[config.mk]
export PLATFORM = sky130hd
export DESIGN_NAME = gp_tick_timer
export DESIGN_NICKNAME = d
export VERILOG_FILES = /design/src/rtl/gtt_pkg.sv /design/src/rtl/gtt_srst.sv /design/src/rtl/gtt_counter.sv /design/src/rtl/gtt_corr.sv /design/src/rtl/gp_tick_timer.sv
export SDC_FILE = /design/constraint.sdc
export NUM_CORES = 1
export LEC_CHECK = 0
export ABC_CLOCK_PERIOD_IN_PS = 6500
export BUFFER_PORTS_ARGS = -buffer_cell sky130_fd_sc_hd__buf_2
export CORE_MARGIN = 3
export CORE_UTILIZATION = 32
export CTS_CLUSTER_DIAMETER = 30
export DETAILED_ROUTE_END_ITERATION = 7
export PLACE_DENSITY_LB_ADDON = 0.2
export SYNTH_ARGS = -nofsm -noshare
export SYNTH_HDL_FRONTEND = slang
export SYNTH_SLANG_ARGS = --single-unit
[constraint.sdc]
create_clock -name clk -period 6.5 [get_ports clk]
set_input_delay 0.975 -clock clk [delete_from_list [all_inputs] [get_ports clk]]
set_output_delay 0.975 -clock clk [all_outputs]
set_load 0.02 [all_outputs]
[src/rtl/gtt_pkg.sv]
package gtt_pkg;
  localparam int ADDR_W = 3;
  localparam int CTRL_W = 14;

  localparam logic [ADDR_W-1:0] A_CFG   = 3'd0;
  localparam logic [ADDR_W-1:0] A_CTRL  = 3'd1;
  localparam logic [ADDR_W-1:0] A_COUNT = 3'd2;
  localparam logic [ADDR_W-1:0] A_LOAD  = 3'd3;
  localparam logic [ADDR_W-1:0] A_STAT  = 3'd4;
  localparam logic [ADDR_W-1:0] A_POS   = 3'd5;
  localparam logic [ADDR_W-1:0] A_NEG   = 3'd6;

  localparam int B_START = 0;
  localparam int B_AUTO  = 1;
  localparam int B_SRST  = 1;
  localparam int B_OVF   = 1;

  // writable control bits: 13..6, 1, 0
  localparam logic [CTRL_W-1:0] CTRL_MASK = 14'b11111111000011;
endpackage

[src/rtl/gtt_srst.sv]
module gtt_srst #(
  parameter int RST_CYCLES = 4
) (
  input  logic clk,
  input  logic rst,
  input  logic go_i,
  output logic busy_o
);
  localparam int CW = $clog2(RST_CYCLES + 1);
  logic [CW-1:0] left_q;

  always_ff @(posedge clk) begin
    if (rst)                left_q <= '0;
    else if (left_q != '0)  left_q <= left_q - CW'(1);
    else if (go_i)          left_q <= CW'(RST_CYCLES);
  end

  assign busy_o = (left_q != '0);
endmodule

[src/rtl/gtt_counter.sv]
module gtt_counter #(
  parameter int W = 32
) (
  input  logic         clk,
  input  logic         rst,
  input  logic         clear_i,
  input  logic         run_i,
  input  logic         ld_en_i,
  input  logic [W-1:0] ld_val_i,
  input  logic         auto_i,
  input  logic [W-1:0] reload_i,
  input  logic         stretch_i,
  output logic [W-1:0] cnt_o,
  output logic         ovf_o
);
  logic [W-1:0] cnt_q;
  logic         held_q;
  logic         step, at_max, hold;

  assign step   = run_i && !ld_en_i;
  assign at_max = &cnt_q;
  assign ovf_o  = step && at_max && (!stretch_i || held_q);
  assign hold   = step && at_max && stretch_i && !held_q;

  always_ff @(posedge clk) begin
    if (rst || clear_i) begin
      cnt_q  <= '0;
      held_q <= 1'b0;
    end else if (ld_en_i) begin
      cnt_q  <= ld_val_i;
      held_q <= 1'b0;
    end else if (ovf_o) begin
      cnt_q  <= auto_i ? reload_i : '0;
      held_q <= 1'b0;
    end else if (hold) begin
      held_q <= 1'b1;
    end else if (step) begin
      cnt_q  <= cnt_q + W'(1);
    end
  end

  assign cnt_o = cnt_q;
endmodule

[src/rtl/gtt_corr.sv]
module gtt_corr #(
  parameter int W = 32
) (
  input  logic         clk,
  input  logic         rst,
  input  logic         clear_i,
  input  logic         ovf_i,
  input  logic [W-1:0] pos_i,
  input  logic [W-1:0] neg_i,
  output logic         long_o
);
  logic signed [W-1:0] acc_q;
  logic signed [W-1:0] sum;
  logic                long_q;

  assign sum = acc_q + $signed(long_q ? pos_i : neg_i);

  always_ff @(posedge clk) begin
    if (rst || clear_i) begin
      acc_q  <= '0;
      long_q <= 1'b0;
    end else if (ovf_i) begin
      acc_q  <= sum;
      long_q <= sum[W-1];
    end
  end

  assign long_o = long_q;
endmodule

[src/rtl/gp_tick_timer.sv]
module gp_tick_timer
  import gtt_pkg::*;
#(
  parameter int DATA_W     = 32,
  parameter int RST_CYCLES = 4
) (
  input  logic              clk,
  input  logic              rst,
  input  logic              tick_en,
  input  logic              wr_en,
  input  logic [ADDR_W-1:0] wr_addr,
  input  logic [DATA_W-1:0] wr_data,
  input  logic [ADDR_W-1:0] rd_addr,
  output logic [DATA_W-1:0] rd_data,
  output logic              irq
);
  localparam int W = DATA_W;

  logic              busy, srst_go, clear_all, wr_ok;
  logic              cnt_wr, stat_clr, ovf, long_per;
  logic [CTRL_W-1:0] ctrl_q;
  logic [W-1:0]      load_q, pos_q, neg_q, cnt;
  logic              flag_q;
  logic [W-1:0]      rd_q;

  assign wr_ok     = wr_en && !busy;
  assign srst_go   = wr_ok && (wr_addr == A_CFG) && wr_data[B_SRST];
  assign clear_all = busy || srst_go;
  assign cnt_wr    = wr_ok && (wr_addr == A_COUNT);
  assign stat_clr  = wr_ok && (wr_addr == A_STAT) && wr_data[B_OVF];

  gtt_srst #(.RST_CYCLES(RST_CYCLES)) srst_i (
    .clk(clk), .rst(rst), .go_i(srst_go), .busy_o(busy)
  );

  gtt_counter #(.W(W)) cnt_i (
    .clk(clk), .rst(rst), .clear_i(clear_all),
    .run_i(ctrl_q[B_START] && tick_en),
    .ld_en_i(cnt_wr), .ld_val_i(wr_data),
    .auto_i(ctrl_q[B_AUTO]), .reload_i(load_q),
    .stretch_i(long_per), .cnt_o(cnt), .ovf_o(ovf)
  );

  gtt_corr #(.W(W)) corr_i (
    .clk(clk), .rst(rst), .clear_i(clear_all), .ovf_i(ovf),
    .pos_i(pos_q), .neg_i(neg_q), .long_o(long_per)
  );

  always_ff @(posedge clk) begin
    if (rst || clear_all) begin
      ctrl_q <= '0;
      load_q <= '0;
      pos_q  <= '0;
      neg_q  <= '0;
      flag_q <= 1'b0;
    end else begin
      if (wr_ok && wr_addr == A_CTRL) ctrl_q <= wr_data[CTRL_W-1:0] & CTRL_MASK;
      if (wr_ok && wr_addr == A_LOAD) load_q <= wr_data;
      if (wr_ok && wr_addr == A_POS)  pos_q  <= wr_data;
      if (wr_ok && wr_addr == A_NEG)  neg_q  <= wr_data;
      if (ovf)           flag_q <= 1'b1;
      else if (stat_clr) flag_q <= 1'b0;
    end
  end

  always_ff @(posedge clk) begin
    if (rst) rd_q <= '0;
    else begin
      case (rd_addr)
        A_CFG:   rd_q <= W'(!busy);
        A_CTRL:  rd_q <= W'(ctrl_q);
        A_COUNT: rd_q <= cnt;
        A_LOAD:  rd_q <= load_q;
        A_STAT:  rd_q <= W'({flag_q, 1'b0});
        A_POS:   rd_q <= pos_q;
        A_NEG:   rd_q <= neg_q;
        default: rd_q <= '0;
      endcase
    end
  end

  assign rd_data = rd_q;
  assign irq     = flag_q;
endmodule

==> metrics.yaml <==
syn-num-nets: 1454
cts_root_buffer: "clkbuf_16"
grt_antenna_before_repair: 0
combPwrFrac_pct: 4.5
drive_above_1_share_pct: 16.09
critical_path.startpoint_type: "flip-flop"
synth_compound_gate_area_share_pct: 24.36
gp_congestion: 0.8591
postSynthRegisterBits: 207
yosys_most_used_dff: "dfxtp_1"
fin_worst_skew_ns: 0.01373
ys_async_sr_fraction_pct: 0
cts_hold_repair.buffers: 0
cts_tree: "built"
setup_ws_ns: 2.542
antenna_violating_nets_post_route: 0
netSwitchingPower_uw: 928.1
synth-warning-count: 0
synth.lib_cells_used.distinct: 78
synthMuxAreaShare_pct: 5.613
critPathCaptureType: "flip-flop"
floorplan.rows: 67
post-dp-hpwl_um: 24650
cp.buffers_inverters: 0
share_of_synthesized_cell_area_in_and_or_nand_and_nor_gates_pct: 20.94
grt_pass1_vias: 9865
hold_path_class: "flip-flop to flip-flop"
cts_sinks: 207
tightest_slew_ns: 1.193
critical_path_arrival_ns: 4.38
tns_ns: 0
insertion_delay_ns: 0.54
outcome: "complete, no violations"
nNetsFinal: 1501
power.internal_mw: 3.323
nFillCells: 3434
crit_path_top_delay_cell: "dfxtp_1"
drt-wirelength-per-cell_um: 19.59
synth_seq_area_share_pct: 37.94
cap_viol_max_count: 0
relSlewSlack_pct: 20.49
drtPass1Iterations: 7
post-route-period-util_pct: 60.90
mostFrequentLayoutCells: "nand2_1, a21oi_1, dfxtp_1"
die_area_mm2: 0.03638
grt_remaining_overflow: 0
startpoint_to_endpoint_class_of_the_critical_path: "flip-flop to flip-flop"
place.port_buffers: 74
power.sequential.fraction_pct: 30.9
cell_area_after_technology_mapping_mm2: 0.01092
cp_data_required_time_ns: 6.92
design.core.area_mm2: 0.03362
p_sw_share_pct: 21.83
routed_via_density: 5.435
finalWirelength_um: 37520
cts.path.max_buffers: 3
area.growth.synth_to_final_pct: 23.42
placed_cells: 1821
synth-edff-count: 0
hold_slack_ns: 0.4522
max_stage_delay_ns: 0.92
insertedDiodeCount: 0
die_h_um: 190.7
crit_path_max_fanout: 20
final_common_cell: "nand2_1"
power_leakage_nw: 5.064
floorplan.io_pins: 75
largest_family_of_logic_cells_by_synthesized_area: "compound AO/OA/AOI/OAI gates"
rsz_0062_raised_after_global_routing: "false"
grt_first_pass_wirelength_um: 58610
start_util_pct: 32.49
crit_chain: "mux2_2 > ha_1 > fa_1 > a21oi_1 > o211ai_1 > a22o_1 > a211o_1 > a41oi_1 > nor3b_1 > mux2i_1 > a311o_1"
power.density_cell_area_mw_per_mm2: 315.4
post-cts-setup-buffer-count: 0
synthAdderAreaFrac_pct: 3.849
cts.repair.resized: 0
final-max-slew-violation-count: 0
maximum_number_of_pins_on_one_net_before_global_route_repair: 91
netlist_instances: 1379
finalCriticalPeriod_ns: 3.958
report.final.hold_viol_count: 0
critical_path.top_delay_family: "compound AO/OA/AOI/OAI gates"
setup_viol_count_final: 0
grt_util_all_layers_pct: 20.33
dp_slack_ns: 2.540
placement.cell_area_mm2: 0.01161
r2r_slack_ns: 2.54
ir_worst_vdd_uv: 201.7
clock_edge_transition_at_the_registers_on_the_reported_setup_and_hold_paths_ns: 0.04
clkPwrFrac_pct: 64.6
via_count: 10410
post_synthesis_share_of_cell_area_spent_on_xor_and_xnor_gates_pct: 3.368
tritoncts_buffers: 51
fmax_mhz: 252.6
detailedRoute.firstIterationViolations: 1040
avgSynthCellArea_um2: 7.920
final_area_mm2: 0.01348
die_w_um: 190.7
htreeDepth: 2
drcViolationCount: 0
final_cell_count_no_fill: 1915
[kinds of logic (layout without fill, tap and decap cells)]
| group | Yosys count | in the layout |
|---|---|---|
| AND/OR/NAND/NOR | 514 | 514 |
| flip-flops | 207 | 207 |
| multiplexers | 56 | 56 |
| buffers and inverters | 102 | 190 |
| adder cells (fa/ha/maj) | 33 | 33 |
| AO/OA/AOI/OAI | 425 | 425 |
| XOR/XNOR | 42 | 42 |
[tightest hold or removal path, stage by stage, from the launching register on]
cell and delay, ns:
dfxtp_1 0.30, nand2_1 0.05, a21oi_1 0.05
[cell type report]
cell class,count,area (um2),share of cell area (%)
clock buffers,71,1494,11.08
clock inverters,23,375.4,2.785
inverters,8,30.03,0.2228
multi-input cells,1070,6387,47.39
flip-flops and latches,207,4144,30.74
well taps,448,560.5,4.159
repair buffers,88,488.0,3.620
[flip-flops by register name (all words and copies together) (netlist names)]
signal	count
cnt_i.cnt_o	32
cnt_i.held_q	1
corr_i.acc_q	31
corr_i.long_o	1
ctrl_q	10
irq	1
load_q	32
neg_q	32
pos_q	32
rd_data	32
srst_i.left_q	3
[stage by stage]
step	power, mW	utilization [%]
global placement	1.523	34.54
global route	4.386	40.10
finish	4.251	40.10
floorplan	1.442	-
CTS	4.294	40.10
detailed placement	1.525	34.54
[layer usage]
metal	routed length, um	track usage [%]
met5	0	0
met4	771	5.532
met1	17890	29.78
met2	16240	30.64
met3	2624	3.548
[power groups by stage]
stage	registers (mW)	clock network (mW)	logic, mW
after detailed placement	1.33	0	0.191
final	1.31	2.75	0.192
after CTS	1.31	2.79	0.191
after global routing	1.31	2.86	0.209
after floorplan	1.33	0	0.111
after global placement	1.33	0	0.189
[path summary, 6_finish.rpt]
path / startpoint / to / depth (start not counted)
max: corr_i.long_o / corr_i.acc_q[28] / 11
min: corr_i.acc_q[23] / corr_i.acc_q[23] / 2
max reg2reg: corr_i.long_o / corr_i.acc_q[28] / 11
min reg2reg: corr_i.acc_q[23] / corr_i.acc_q[23] / 2
[cell usage after synthesis, drive strengths merged (16+ instances only)]
library cell,n,area (um2)
nand2,310,1164
a21oi,217,1090
dfxtp,207,4144
clkbuf,71,267.8
nor2,69,261.5
o21ai,51,259.0
a22oi,49,367.9
nand3,43,215.2
ha,32,400.4
mux2,32,360.4
xnor2,28,245.2
buf,23,131.4
mux2i,23,230.2
a211oi,18,140.1
and3,16,100.1
Note: power is estimated with default switching activity, not from simulation.
